===== config.mk =====
export PLATFORM = sky130hd
export DESIGN_NAME = irq_prio_ctrl
export DESIGN_NICKNAME = d
export VERILOG_FILES = /design/src/rtl/irq_pkg.sv /design/src/rtl/irq_ext_trig.sv /design/src/rtl/irq_arbiter.sv /design/src/rtl/irq_svc_stack.sv /design/src/rtl/irq_prio_ctrl.sv
export SDC_FILE = /design/constraint.sdc
export NUM_CORES = 1
export LEC_CHECK = 0
export ABC_AREA = 1
export BUFFER_PORTS_ARGS = -buffer_cell sky130_fd_sc_hd__buf_4
export CAP_MARGIN = 20
export CORE_ASPECT_RATIO = 1.1
export CORE_UTILIZATION = 50
export CTS_BUF_LIST = sky130_fd_sc_hd__clkbuf_8
export CTS_CLUSTER_SIZE = 40
export DETAILED_ROUTE_END_ITERATION = 7
export MAX_ROUTING_LAYER = met4
export PLACE_DENSITY = 0.79
export SLEW_MARGIN = 0
export SYNTH_ARGS = -nofsm -noshare
export SYNTH_HDL_FRONTEND = slang
export SYNTH_SLANG_ARGS = --single-unit

===== constraint.sdc =====
create_clock -name clk -period 7.38 [get_ports clk]
set_clock_uncertainty 0.1 [all_clocks]
set_input_delay 0.738 -clock clk [delete_from_list [all_inputs] [get_ports clk]]
set_output_delay 0.738 -clock clk [all_outputs]
set_load 0.1 [all_outputs]

===== src/rtl/irq_pkg.sv =====
package irq_pkg;
  localparam int NUM_EXT    = 4;
  localparam int NUM_PER    = 12;
  localparam int NUM_VEC    = 10;
  localparam int VEC_W      = $clog2(NUM_VEC);
  localparam int LVL_W      = 2;
  localparam int NUM_LVL    = (1 << LVL_W) - 1;
  localparam int VEC_BASE   = 3;
  localparam int VEC_STRIDE = 8;
  localparam int ADDR_W     = 8;
  localparam int TOP_EXT    = 2;   // pins that may reach the highest level

  typedef logic [LVL_W-1:0] lvl_t;
  localparam lvl_t LVL_NONE = 2'd0;
  localparam lvl_t LVL_LOW  = 2'd1;
  localparam lvl_t LVL_HIGH = 2'd2;
  localparam lvl_t LVL_TOP  = 2'd3;

  // Peripheral line to vector map
  function automatic int per_vec(input int idx);
    case (idx)
      0:       return 2;
      1:       return 3;
      2:       return 4;
      3, 4:    return 5;
      5:       return 6;
      6:       return 7;
      7, 8, 9: return 8;
      default: return 9;
    endcase
  endfunction

  // Vector address
  function automatic logic [ADDR_W-1:0] vec_addr(input int v);
    return ADDR_W'(VEC_BASE + v * VEC_STRIDE);
  endfunction
endpackage


===== src/rtl/irq_ext_trig.sv =====
module irq_ext_trig #(
  parameter int SYNC_STAGES = 2,
  parameter bit LEVEL_OK    = 1'b1
) (
  input  logic       clk,
  input  logic       rst,
  input  logic       pin,
  input  logic [1:0] mode,
  input  logic       clr,
  output logic       pend
);
  logic [SYNC_STAGES-1:0] sync_q;
  logic prev_q, flag_q;
  logic s_now, rise, fall, edge_hit, is_level, level_act;

  always_ff @(posedge clk) begin
    if (rst) begin
      sync_q <= '0;
      prev_q <= 1'b0;
    end else begin
      sync_q <= {sync_q[SYNC_STAGES-2:0], pin};
      prev_q <= sync_q[SYNC_STAGES-1];
    end
  end

  assign s_now = sync_q[SYNC_STAGES-1];
  assign rise  = s_now & ~prev_q;
  assign fall  = ~s_now & prev_q;

  generate
    if (LEVEL_OK) begin : g_lvl_pin
      // 00 rise, 01 fall, 10 high level, 11 low level
      assign edge_hit  = mode[1] ? 1'b0 : (mode[0] ? fall : rise);
      assign is_level  = mode[1];
      assign level_act = mode[0] ? ~s_now : s_now;
    end else begin : g_edge_pin
      // 00 rise, 01 fall, 1x both edges
      assign edge_hit  = mode[1] ? (rise | fall) : (mode[0] ? fall : rise);
      assign is_level  = 1'b0;
      assign level_act = 1'b0;
    end
  endgenerate

  // edge flag set wins over clear
  always_ff @(posedge clk) begin
    if (rst)           flag_q <= 1'b0;
    else if (is_level) flag_q <= 1'b0;
    else if (edge_hit) flag_q <= 1'b1;
    else if (clr)      flag_q <= 1'b0;
  end

  assign pend = is_level ? level_act : flag_q;

  p_flag_hold_r9: assert property (@(posedge clk) disable iff (rst)
    (flag_q && !clr && !is_level) |=> flag_q);
endmodule


===== src/rtl/irq_arbiter.sv =====
module irq_arbiter
  import irq_pkg::*;
(
  input  logic [NUM_VEC-1:0]       pend,
  input  logic [NUM_VEC*LVL_W-1:0] vlvl,
  input  lvl_t                     cur_lvl,
  output logic                     hit,
  output logic [VEC_W-1:0]         sel_vec,
  output lvl_t                     sel_lvl
);
  // Downward scan with >= leaves the lowest index at the best level
  always_comb begin
    sel_lvl = LVL_NONE;
    sel_vec = '0;
    for (int i = NUM_VEC - 1; i >= 0; i--) begin
      if (pend[i] && vlvl[i*LVL_W +: LVL_W] != LVL_NONE &&
          vlvl[i*LVL_W +: LVL_W] >= sel_lvl) begin
        sel_lvl = vlvl[i*LVL_W +: LVL_W];
        sel_vec = VEC_W'(i);
      end
    end
    hit = sel_lvl > cur_lvl;  // strictly above
  end
endmodule


===== src/rtl/irq_svc_stack.sv =====
module irq_svc_stack
  import irq_pkg::*;
(
  input  logic clk,
  input  logic rst,
  input  logic push,
  input  lvl_t push_lvl,
  input  logic pop,
  output lvl_t top_lvl
);
  // One bit per level; nesting is strictly increasing, so a mask holds the stack
  logic [NUM_LVL-1:0] mask_q, mask_n, top_oh;

  always_comb begin
    top_lvl = LVL_NONE;
    for (int k = 0; k < NUM_LVL; k++)
      if (mask_q[k]) top_lvl = LVL_W'(k + 1);
    top_oh = '0;
    if (top_lvl != LVL_NONE) top_oh[top_lvl - 1] = 1'b1;
    mask_n = mask_q;
    if (pop) mask_n = mask_n & ~top_oh;
    if (push && push_lvl != LVL_NONE) mask_n[push_lvl - 1] = 1'b1;
  end

  always_ff @(posedge clk) begin
    if (rst) mask_q <= '0;
    else     mask_q <= mask_n;
  end

  p_pop_empty_r6: assert property (@(posedge clk) disable iff (rst)
    (pop && !push && mask_q == '0) |=> (mask_q == '0));
  p_push_above_r5: assert property (@(posedge clk) disable iff (rst)
    push |-> (push_lvl > top_lvl));
endmodule


===== src/rtl/irq_prio_ctrl.sv =====
module irq_prio_ctrl
  import irq_pkg::*;
#(
  parameter int SYNC_STAGES = 2
) (
  input  logic                 clk,
  input  logic                 rst,
  input  logic [NUM_EXT-1:0]   ext_pin,
  input  logic [2*NUM_EXT-1:0] ext_mode,
  input  logic [NUM_PER-1:0]   periph_req,
  input  logic [NUM_VEC-1:0]   vec_en,
  input  logic [NUM_VEC-1:0]   vec_hi,
  input  logic                 irq_ack,
  input  logic                 irq_reti,
  output logic                 irq_req,
  output logic [VEC_W-1:0]     irq_vec,
  output logic [ADDR_W-1:0]    irq_addr,
  output logic [LVL_W-1:0]     irq_lvl,
  output logic [LVL_W-1:0]     svc_lvl
);
  logic [NUM_EXT-1:0]       ext_pend;
  logic [NUM_VEC-1:0]       raw_pend, vec_pend;
  logic [NUM_VEC*LVL_W-1:0] vlvl;
  logic                     arb_hit, ack_fire;
  logic [VEC_W-1:0]         arb_vec;
  lvl_t                     arb_lvl, stk_top;
  logic                     req_q;
  logic [VEC_W-1:0]         vec_q;
  logic [ADDR_W-1:0]        addr_q;
  lvl_t                     lvl_q;

  assign ack_fire = irq_ack & req_q;

  generate
    for (genvar e = 0; e < NUM_EXT; e++) begin : g_ext
      irq_ext_trig #(
        .SYNC_STAGES(SYNC_STAGES),
        .LEVEL_OK   (e < TOP_EXT)
      ) trig_i (
        .clk (clk),
        .rst (rst),
        .pin (ext_pin[e]),
        .mode(ext_mode[2*e +: 2]),
        .clr (ack_fire && vec_q == VEC_W'(e)),
        .pend(ext_pend[e])
      );
    end
    // per-vector level from the select bit
    for (genvar v = 0; v < NUM_VEC; v++) begin : g_lvl
      if (v < TOP_EXT) begin : g_top
        assign vlvl[v*LVL_W +: LVL_W] = vec_hi[v] ? LVL_TOP : LVL_HIGH;
      end else begin : g_low
        assign vlvl[v*LVL_W +: LVL_W] = vec_hi[v] ? LVL_HIGH : LVL_LOW;
      end
    end
  endgenerate

  // source grouping
  always_comb begin
    raw_pend = '0;
    for (int e = 0; e < NUM_EXT; e++)
      raw_pend[e] = raw_pend[e] | ext_pend[e];
    for (int i = 0; i < NUM_PER; i++)
      raw_pend[VEC_W'(per_vec(i))] = raw_pend[VEC_W'(per_vec(i))] | periph_req[i];
    vec_pend = raw_pend & vec_en;
  end

  irq_arbiter arb_i (
    .pend   (vec_pend),
    .vlvl   (vlvl),
    .cur_lvl(stk_top),
    .hit    (arb_hit),
    .sel_vec(arb_vec),
    .sel_lvl(arb_lvl)
  );

  irq_svc_stack stk_i (
    .clk     (clk),
    .rst     (rst),
    .push    (ack_fire),
    .push_lvl(lvl_q),
    .pop     (irq_reti),
    .top_lvl (stk_top)
  );

  always_ff @(posedge clk) begin
    if (rst) begin
      req_q  <= 1'b0;
      vec_q  <= '0;
      addr_q <= '0;
      lvl_q  <= LVL_NONE;
    end else begin
      req_q  <= ack_fire ? 1'b0 : arb_hit;
      vec_q  <= arb_vec;
      addr_q <= vec_addr(int'(arb_vec));
      lvl_q  <= arb_lvl;
    end
  end

  assign irq_req  = req_q;
  assign irq_vec  = vec_q;
  assign irq_addr = addr_q;
  assign irq_lvl  = lvl_q;
  assign svc_lvl  = stk_top;

  p_req_above_svc_r5: assert property (@(posedge clk) disable iff (rst)
    irq_req |-> (irq_lvl > svc_lvl));
  p_top_ext_only_r3: assert property (@(posedge clk) disable iff (rst)
    (irq_req && irq_lvl == LVL_TOP) |-> (irq_vec < VEC_W'(TOP_EXT)));
  p_ack_drop_r6: assert property (@(posedge clk) disable iff (rst)
    ack_fire |=> !irq_req);
  p_push_lvl_r6: assert property (@(posedge clk) disable iff (rst)
    (ack_fire && !irq_reti) |=> (svc_lvl == $past(irq_lvl)));
endmodule


; ---- Yosys cells after proc, flatten, opt, wreduce, memory -nomap -nowiden
; Cells that the tools add are included.
[totals]
reg_bits = 34
in_bits = 48
out_inout_bits = 17
[classes]
add_sub_neg = 3
n_reduce_logical = 47
magnitude_cmp = 15
n_bitwise = 26
mux = 60
n_eq_ne = 3
[ops]
columns = op, n
row1 = "greater-or-equal comparator 32 x 1 -> 1 bit, second input constant", 2
row2 = "< comparator 32 x 3 -> 1 bit, second input constant", 2
row3 = 2-to-1 mux 2 bit, 20
row4 = 2-to-1 mux 4 bit, 10
row5 = nonzero test 2 bit, 16
row6 = logical AND 1 bit, 27
row7 = 2-to-1 mux 1 bit, 25
row8 = greater-or-equal comparator 2 bit, 9
row9 = bitwise AND 8 x 10 -> 10 bit, 1
row10 = bitwise AND 1 bit, 9
row11 = 2-to-1 mux 3 bit, 3
row12 = "adder 2 x 7 -> 8 bit, first input constant", 1
row13 = "equality test 4 x 2 -> 1 bit, second input constant", 2
row14 = NOT 1 bit, 8
row15 = OR reduction 2 bit, 3
row16 = "subtractor 2 x 1 -> 3 bit, second input constant", 2
row17 = OR 1 bit, 5
row18 = demux 1 bit (select 2 bit), 2
row19 = "equality test 4 x 1 -> 1 bit, second input constant", 1
row20 = logical NOT 4 bit, 1
row21 = bitwise AND 3 bit, 1
row22 = NOT 3 bit, 1
row23 = OR 3 bit, 1
row24 = "greater-or-equal comparator 2 x 1 -> 1 bit, second input constant", 1
row25 = greater-than comparator 2 bit, 1

; ---- Depth between registers and ports, before layout
; Gate-level depths: netlist (run 1).
[logic_depth]
word_depth = 35
mapped_depth = 61

; ---- Hierarchy
; A second synthesis (run 1) with hierarchy kept.
[unflattened]
cells_unflattened = 354
hier_area_um2 = 2249.7
[modules_own_cells]
columns = mod, cells_each, instances, area_per_inst_um2
row1 = irq_arbiter, 164, 1, 969.7
row2 = irq_prio_ctrl, 67, 1, 421.7
row3 = irq_ext_trig at g_ext[2].trig_i ..., 27, 2, 197.7
row4 = irq_ext_trig at g_ext[0].trig_i ..., 24, 2, 161.4
row5 = irq_svc_stack, 21, 1, 140.1

; ---- Worst setup path before layout (run 1)
; No wires, ideal clock.
[synth_path]
path_type = input to register
start = input port vec_hi[7]
end = register req_q (netlist: irq_req)
setup_time_ps = 115
path_stages = 53
arrival_ps = 6566
slack_ps = 599
path_cell_list = nand3_1 ha_1 nand2_1 nand3_2 nand2_4 o21ai_1 nand2_1 inv_1 ha_1 inv_1 nand2_1 nand2_1 nand3_1 nand2_2 nand2_1 nand2_1 ha_1 inv_1 [17 not listed] nand2_2 or2_2 nand2_1 ha_1 nor2_1 nand3_2 nand2_2 inv_2 nand2_2 nand2_1 ha_1 nor2_1 nand2_4 nand2_4 nand3_2 nand2_2 ha_1 a2111oi_0
[synth_between]
elab_chain_cells = 27
elab_cells_between_ends = 28
classes_between = order compare: 9 / mux: 9 / reduce/logical: 10
[synth_rtl]
columns = element, line_no
row1 = start: declaration, irq_prio_ctrl.sv:12  ; input logic [NUM_VEC-1:0] vec_hi,
row2 = 2-to-1 mux 2 bit *, irq_prio_ctrl.sv:53  ; assign vlvl[v*LVL_W +: LVL_W] = vec_hi[v] ? LVL_HIGH : LVL_LOW;
row3 = "parallel branches: the longest is 3 deep, another holds greater-or-equal comparator 2 bit", -
row4 = 2-to-1 mux 2 bit *, irq_arbiter.sv:16  ; if (pend[i] && vlvl[i*LVL_W +: LVL_W] != LVL_NONE &&
row5 = greater-or-equal comparator 2 bit, irq_arbiter.sv:17  ; vlvl[i*LVL_W +: LVL_W] >= sel_lvl) begin
row6 = logical AND 1 bit, irq_arbiter.sv:16
row7 = 2-to-1 mux 2 bit *, irq_arbiter.sv:16
row8 = greater-or-equal comparator 2 bit, irq_arbiter.sv:17
row9 = logical AND 1 bit, irq_arbiter.sv:16
row10 = [9 not listed], -
row11 = 2-to-1 mux 2 bit *, irq_arbiter.sv:16
row12 = greater-or-equal comparator 2 bit, irq_arbiter.sv:17
row13 = logical AND 1 bit, irq_arbiter.sv:16
row14 = 2-to-1 mux 2 bit *, irq_arbiter.sv:16
row15 = greater-or-equal comparator 2 bit, irq_arbiter.sv:17
row16 = logical AND 1 bit, irq_arbiter.sv:16
row17 = 2-to-1 mux 2 bit *, irq_arbiter.sv:16
row18 = greater-than comparator 2 bit *, irq_arbiter.sv:22  ; hit = sel_lvl > cur_lvl;
row19 = end signal: assignment, irq_prio_ctrl.sv:93  ; req_q <= ack_fire ? 1'b0 : arb_hit;
row20 = end: declaration, irq_prio_ctrl.sv:27  ; logic req_q;
; Every way passes the cells marked *.
; A chain may end at the register's enable or synchronous reset.

; ---- Worst setup path in the final report (run 1)
; Ends and elaborated chain as after synthesis.

==> impl_metrics.ini, run 1 <==
[outcome]
outcome = completed

[synth]
yosys-top-cells-count = 50 x inv_1, 42 x nand2_1, 26 x dfxtp_1
synth_edf_count = 0
yosysTopAreaCell = dfxtp_1
synthTopCellsByArea = dfxtp_1 29%, ha_1 11%, inv_1 11%
ys_ff_latch = 26
ys_async_sr_fraction_pct = 0
syn_inst = 248
synth_cell_types = 34
synth_top_area_share_pct = 29.34
seq_area_frac_synth_pct = 29.34
netlist_area_mm2 = 0.001774
synth-main-ff-cell = dfxtp_1
ys_warn_count = 0
synth.most_common_cell = inv_1
avgSynthCellArea_um2 = 7.154

[job]
cap_violations = 0

[setup_path]
cp.required_ps = 7440
cpPeakStageDelay_ps = 310
rr_worst_depth = 25
critical-path-top-delay-family = simple AND/OR/NAND/NOR gates
path_common_cell = nand2_1
critPathMaxFanout = 5
critPathCaptureType = flop
path_buf_inv = 8
crit_arrival_ps = 6940
path_depth = 54
worstSetupPathType = in2reg
start_kind = input pin
critPathSlowestCell = ha_1

[floorplan]
die_height_um = 64.48
start_util_pct = 52.83
die_x_um = 58.80
dieArea_mm2 = 0.003791
num_rows = 22
core_mm2 = 0.003358
io_pins = 65

[routing]
ant_nets = 0
wl_um = 3243
firstDrtPassIters = 4
dr.first_iter.drc_count = 47
routedWlPerCell_um = 9.292
vias = 1616
route.detailed.drc = 0
viasPerCell = 4.630

[layout]
area_growth_pct = 28.21
stdcell_count = 349
drive_above_1_share_pct = 31.89
nNetsFinal = 366
final_util_pct = 67.73
antennaDiodeCount = 0
stdcell_area_mm2 = 0.002275

[clocking]
cts_buffer_depth = 2
tritoncts = built
clock-sinks = 26
cts-buffers-inserted = 3
cts_max_level = 1
clkTransAtPathRegs_ps = 80
clk_latency_ps = 260
cts-root-buf = clkbuf_8
cts_hold_buf = 0

[place]
dp.cells = 340
io_buffers = 51
place_congestion = 0.7989
dpl_cell_area_mm2 = 0.002161
dp_hpwl_um = 2642

[power_and_ir_drop]
power.density_mw_per_mm2 = 193.5
ir_drop_v = 0.0001213
power_mw = 0.4402
p_leak_nw = 1.234

[hold_path]
hp-class = reg2reg
min_path_cells = 2

[timing]
final_max_slew_viol_count = 0
final.setup.tns_ps = 0
timing.final.crit_period_ps = 6872
fin_crit_sh_pct = 93.12
max_freq_ghz = 0.1455
setup_viol = 0
hold_viol = 0

[global_routing]
first_global_vias = 1362
grt_antenna_before_repair = 0
grt_start_max_net_pins = 23
grt_pass1_wl_um = 5388
overflow = 0
grt.total_usage_pct = 18.57
-- sequential cells by signal, summed over array words and instances (netlist names) --
name	cells
g_ext.trig_i.flag_q	2
g_ext.trig_i.pend	2
g_ext.trig_i.prev_q	4
g_ext.trig_i.sync_q	8
irq_addr	2
irq_lvl	2
irq_req	1
irq_vec	2
stk_i.mask_q	3
-- repair_timing --
item	CTS	global route
setup buffers	0	5
gates resized for setup	0	7
endpoints found under the setup margin	0	1
-- worst register-to-register path, cell delays in order, from the launching register on --
cell and delay (ps):
dfxtp_1 360, o211ai_4 230, nor2_1 60, inv_1 90, nand2_1 90, ha_1 270
o21ai_1 110, nand2_1 70, nand2_2 110, or2_4 140, nand2_1 60, ha_1 260
nor2_1 110, nand3_2 90, nand2_2 90, inv_2 50, nand2_2 60, nand2_1 60
ha_1 280, nor2_2 130, nand2_4 70, nand2_4 60, nand3_2 70, nand2_2 80
ha_1 250, a2111oi_2 310
-- cell families (layout without fill, tap and decap cells) --
| logic type | Yosys count | in the layout | share of synthesized area (%) |
|---|---|---|---|
| mux | 2 | 2 | 1.269 |
| fa+ha+maj | 16 | 16 | 11.28 |
| buf+inv | 63 | 113 | 15.02 |
| compound gates | 32 | 32 | 11.85 |
| simple gates | 108 | 108 | 31.03 |
| other cells | 1 | 4 | 0.2114 |
| flops | 26 | 26 | 29.34 |
-- cell type report --
type                    instances  area (um2)
clock buffers                   4       55.05
flip-flops and latches         26       520.5
well taps                      48       60.06
repair buffers                 56       420.4
fillers                       311        1084
multi-input cells             162        1020
inverters                      53       198.9
-- final timing paths --
path	startpoint	slack (ps)	endpoint
worst max-delay path	vec_hi[7]	510	irq_req
worst min-delay path	g_ext[3].trig_i.sync_q[0]	310	g_ext[3].trig_i.sync_q[1]
worst max register to register	g_ext[3].trig_i.pend	3610	irq_req
worst min register to register	g_ext[3].trig_i.sync_q[0]	310	g_ext[3].trig_i.sync_q[1]
-- cells in the final DEF, fill, tap and decap left out, drive strengths merged, types with 2 or more instances in the layout --
cell,count
a21oi,10
buf,56
clkbuf,4
conb,4
dfxtp,26
ha,16
inv,53
mux2,2
nand2,56
nand3,22
nand4,2
nor2,23
nor3,2
o211ai,2
o21a,3
o21ai,11
o41ai,2
or2,3
-- report_power, final --
group | switching [mW] | internal (mW) | leakage [nW]
Combinational | 0.133 | 0.0605 | 0.991
Sequential | 0.00713 | 0.150 | 0.214
Clock | 0.0415 | 0.0476 | 0.0288
Total | 0.182 | 0.258 | 1.23
-- metrics by stage --
step / setup slack [ps] / hold slack [ps]
CTS: 232.1 / 310.8
floorplan: 599.2 / 288.3
global placement: 41.97 / 290.4
finish: 508.0 / 306.6
detailed placement: -31.54 / 296.8
global route: -83.34 / 325.4
-- per-layer routing --
layer | routed length [um] | GRT usage, % | part of all wire [%] | vias to the layer above
met5 | 0 | - | 0 | -
met4 | 25 | 3.571 | 0.77 | 0
met3 | 154 | 4.192 | 4.7 | 4
met2 | 1571 | 33.38 | 48 | 38
met1 | 1491 | 20.82 | 46 | 701
li1 | - | - | - | 873
Note: power is estimated with default switching activity, not from simulation.
==> run 2, diff against run 1 <==
--- a/config.mk
+++ b/config.mk
@@ -5,7 +5,6 @@
 export SDC_FILE = /design/constraint.sdc
 export NUM_CORES = 1
 export LEC_CHECK = 0
-export ABC_AREA = 1
 export BUFFER_PORTS_ARGS = -buffer_cell sky130_fd_sc_hd__buf_4
 export CAP_MARGIN = 20
 export CORE_ASPECT_RATIO = 1.1
==> impl_metrics.ini, run 2 <==
[outcome]
outcome = complete, but fails checks
violations = DRC, setup timing

[clocking]
cts_max_level = 1
clkTransAtPathRegs_ps = 80
cts-buffers-inserted = 3
cts_hold_buf = 0
clk_latency_ps = 260
cts-root-buf = clkbuf_8
tritoncts = built
clock-sinks = 26
cts_buffer_depth = 2

[routing]
viasPerCell = 5.415
vias = 1749
ant_nets = 0
dr.first_iter.drc_count = 35
firstDrtPassIters = 8
route.detailed.drc = 3
wl_um = 4064
routedWlPerCell_um = 12.58

[layout]
layout_common_cells = 83 x buf_4, 26 x dfxtp_1, 15 x nor2_1
drive_above_1_share_pct = 43.21
top_regs = g_ext.trig_i.sync_q (8), g_ext.trig_i.prev_q (4), stk_i.mask_q (3)
nNetsFinal = 353
stdcell_area_mm2 = 0.002608
antennaDiodeCount = 0
largest_reg_flops = 8
area_growth_pct = 51.23
final_common_cell = buf_4
regMostFlops = g_ext.trig_i.sync_q

[synth]
syn_inst = 207
netlist_area_mm2 = 0.001724
synthTopCellsByArea = dfxtp_1 30%, ha_1 12%, nor2b_1 4.7%
seq_area_frac_synth_pct = 30.19
synth-main-ff-cell = dfxtp_1
avgSynthCellArea_um2 = 8.329
synth_edf_count = 0
ys_warn_count = 0
synth_top_area_share_pct = 30.19
synth_cell_types = 54
synth.most_common_cell = dfxtp_1
ys_ff_latch = 26
ys_async_sr_fraction_pct = 0
yosysTopAreaCell = dfxtp_1
yosys-top-cells-count = 26 x dfxtp_1, 17 x nor2_1, 16 x a21oi_1, 16 x ha_1, 16 x nand2_1

[place]
dpl_cell_area_mm2 = 0.002469
io_buffers = 51
post-place-ws_ps = -1070
place_congestion = 0.7577
dp_hpwl_um = 3209

[power_and_ir_drop]
p_leak_nw = 1.210
switchingPower_mw = 0.1838
power_frac_seq_pct = 33.9
power.density_mw_per_mm2 = 179.0
power_mw = 0.4666
clkPwrFrac_pct = 16.2
switching_share_pct = 39.39
combPwrFrac_pct = 49.9
ir_drop_v = 0.0002249
internal_power_mw = 0.2828

[timing]
hold_viol = 0
setup_viol = 5
timing.final.crit_period_ps = 8136
fin_crit_sh_pct = 110.2
max_freq_ghz = 0.1229
finalWorstSetupSlack_ps = -756.3
final_max_slew_viol_count = 0
rsz0062_at_grt = yes
timing.slew.headroom_pct = 58.24
final.setup.tns_ps = -2168
worst_pin_slew_ps = 621.0

[floorplan]
num_rows = 22
io_pins = 65
dieArea_mm2 = 0.003688
die_x_um = 57.99
start_util_pct = 52.20
core_mm2 = 0.003303
die_height_um = 63.59

[setup_path]
path_depth = 42
path_buf_inv = 2
start_kind = input pin
cpPeakStageDelay_ps = 410
crit_arrival_ps = 8240
cp.required_ps = 7490
critPathMaxFanout = 4
critPathSlowestCell = or4_4
rr_worst_depth = 24
critPathCaptureType = flop
critical-path-top-delay-family = simple AND/OR/NAND/NOR gates
worstSetupPathType = in2reg

[global_routing]
first_global_vias = 1694
grt.total_usage_pct = 23.92
overflow = 0
grt_start_max_net_pins = 25
grt_antenna_before_repair = 0
grt_pass1_wl_um = 6893

[hold_path]
min_path_cells = 1
hp-class = reg2reg

[job]
cap_violations = 0
==> run 2: power groups by stage <==
stage               sequential (mW)  clock, mW  combinational [mW]
floorplan                     0.196          0               0.119
global route                  0.159     0.0848               0.250
CTS                           0.158     0.0772               0.226
detailed placement            0.161          0               0.217
global placement              0.161          0               0.213
finish                        0.158     0.0757               0.233
==> run 2: logic make-up after synthesis <==
family	synth area share (%)
compound gates	24.38
xor+xnor	1.016
fa+ha+maj	11.61
buf+inv	6.967
flops	30.19
mux	2.032
other cells	0.2175
simple gates	23.59
==> run 2: layout make-up <==
type / count / area, um2
well taps: 36 / 45.04
multi-input cells: 160 / 1299
fillers: 250 / 695.7
clock buffers: 3 / 41.29
inverters: 13 / 48.80
repair buffers: 85 / 653.1
flip-flops and latches: 26 / 520.5
==> run 2: stage by stage <==
stage               hold WS (ps)  utilization [%]  cells
global route               364.6            78.94    323
floorplan                  313.8                -    210
CTS                        344.7            78.22    321
finish                     336.0            78.94    323
detailed placement         327.0            74.73    314
global placement           317.4            74.73    314
==> run 2: worst reg2reg max path: cells and delay by family, from the launching register on <==
family	cells	cell delay (ps)
AO/OA/AOI/OAI	11	2040
adder cells (fa/ha/maj)	4	1090
AND/OR/NAND/NOR	7	890
multiplexers	2	620
flip-flops	1	340
==> run 2: final timing paths <==
check | startpoint | end | slack (ps)
hold / removal | g_ext[3].trig_i.sync_q[0] | g_ext[3].trig_i.sync_q[1] | 340
hold reg to reg | g_ext[3].trig_i.sync_q[0] | g_ext[3].trig_i.sync_q[1] | 340
setup / recovery | periph_req[6] | irq_req | -760
setup reg to reg | g_ext[3].trig_i.pend | irq_req | 2240
==> run 2: routing by layer <==
layer  wire, um  vias to the layer above  GRT usage, %
li1           -                      884             -
met1       1714                      818         27.49
met2       2177                       45         42.96
met3        154                        2         4.928
met4         18                        0         3.571
met5          0                        -             -
==> run 2: repair_timing <==
action	in CTS	in global routing
setup buffers	4	2
endpoints found under the setup margin	5	5
pin swaps	7	12
gates resized for setup	11	3
==> run 3, diff against run 2 <==
--- a/config.mk
+++ b/config.mk
@@ -7,7 +7,6 @@
 export LEC_CHECK = 0
 export BUFFER_PORTS_ARGS = -buffer_cell sky130_fd_sc_hd__buf_4
 export CAP_MARGIN = 20
-export CORE_ASPECT_RATIO = 1.1
 export CORE_UTILIZATION = 50
 export CTS_BUF_LIST = sky130_fd_sc_hd__clkbuf_8
 export CTS_CLUSTER_SIZE = 40
==> impl_metrics.ini, run 3 (synthesis results as in run 2) <==
[setup_path]
critPathCaptureType = flop
critPathSlowestCell = or4_4
crit_arrival_ps = 8210
critPathMaxFanout = 4
critical-path-top-delay-family = simple AND/OR/NAND/NOR gates
worstSetupPathType = in2reg
path_buf_inv = 3
start_kind = input pin
cp.required_ps = 7490
cpPeakStageDelay_ps = 410

[clocking]
clkTransAtPathRegs_ps = 80
tritoncts = built
clk_latency_ps = 270
cts_max_level = 1
cts_hold_buf = 0
clock-sinks = 26
cts-root-buf = clkbuf_8
cts_buffer_depth = 2
cts-buffers-inserted = 3

[timing]
fin_crit_sh_pct = 109.7
setup_viol = 5
hold_viol = 0
holdWs_ps = 342.5
rsz0062_at_grt = yes
final.setup.tns_ps = -2851
timing.slew.headroom_pct = 59.99
final_max_slew_viol_count = 0
max_freq_ghz = 0.1236
timing.final.crit_period_ps = 8094
worst_pin_slew_ps = 593.9
finalWorstSetupSlack_ps = -713.7

[global_routing]
first_global_vias = 1671
grt.total_usage_pct = 26.53
grt_pass1_wl_um = 7079
grt_start_max_net_pins = 25
overflow = 0
grt_antenna_before_repair = 0

[floorplan]
num_rows = 20
io_pins = 65
core_mm2 = 0.003153
die_x_um = 60.72
die_height_um = 60.72
dieArea_mm2 = 0.003687
start_util_pct = 54.68

[layout]
area_growth_pct = 57.11
top_regs = g_ext.trig_i.sync_q (8), g_ext.trig_i.prev_q (4), stk_i.mask_q (3)
final_common_cell = buf_4
final_util_pct = 85.91
fillerInstances = 180
drive_above_1_share_pct = 45.12
largest_reg_flops = 8
regMostFlops = g_ext.trig_i.sync_q
antennaDiodeCount = 0
nNetsFinal = 363
layout_common_cells = 92 x buf_4, 26 x dfxtp_1, 15 x nor2_1, 15 x a21oi_1, 14 x nand2_1
stdcell_count = 341

[routing]
vias = 1807
wl_um = 4370
ant_nets = 0
firstDrtPassIters = 4
routedWlPerCell_um = 12.82
route.detailed.drc = 0
dr.first_iter.drc_count = 47
viasPerCell = 5.299

[place]
io_buffers = 51
dp.cells = 324
dp_hpwl_um = 3227
place_congestion = 0.7685

[job]
cap_violations = 0

[power_and_ir_drop]
power.density_mw_per_mm2 = 175.9
p_leak_nw = 1.261
ir_drop_v = 0.0001557
power_mw = 0.4764

[outcome]
outcome = complete, but fails checks
violations = setup timing

[hold_path]
hp-class = reg2reg
## run 3: cell count changes in the layout (fill, tap and decap cells not counted), sizes merged
cell / change
buf: +10
## run 3: power breakdown
group          internal, mW  switching (mW)
clock network        0.0365          0.0388
logic                 0.103           0.140
registers             0.150         0.00860
total                 0.289           0.187
## run 3: metrics by stage
step / setup slack [ps] / cell area [um2]
after CTS: -667.7 / 2655
after global placement: -934.3 / 2494
final: -713.7 / 2709
after floorplan: -923.8 / 1912
after detailed placement: -1035 / 2494
after global routing: -1004 / 2709
## run 3: repair_timing
action                                  4_1_cts  5_1_grt
gates resized for setup                      10        6
endpoints found under the setup margin        5        5
pin swaps                                     5        9
setup buffers                                10        4
## run 3: layout make-up
class	count	area [um2]	area share (%)
multi-input cells	160	1311	48.41
repair buffers	95	732.0	27.02
flip-flops and latches	26	520.5	19.21
well taps	44	55.05	2.032
inverters	13	48.80	1.801
clock buffers	3	41.29	1.524
## run 3: worst paths after layout
check                            start                   endpoint  slack (ps)  cells past startpoint
max                      periph_req[6]                    irq_req        -710                     42
min          g_ext[2].trig_i.sync_q[0]  g_ext[2].trig_i.sync_q[1]         340                      1
max reg2reg       g_ext[3].trig_i.pend                    irq_req        2360                     24
min reg2reg  g_ext[2].trig_i.sync_q[0]  g_ext[2].trig_i.sync_q[1]         340                      1
## run 3: layer usage
layer / vias up / GRT usage (%) / routed length [um]
met2: 56 / 44.58 / 2161
met1: 827 / 31.24 / 1903
li1: 911 / - / -
met4: 0 / 9.740 / 112
met3: 13 / 5.330 / 193
met5: - / - / 0
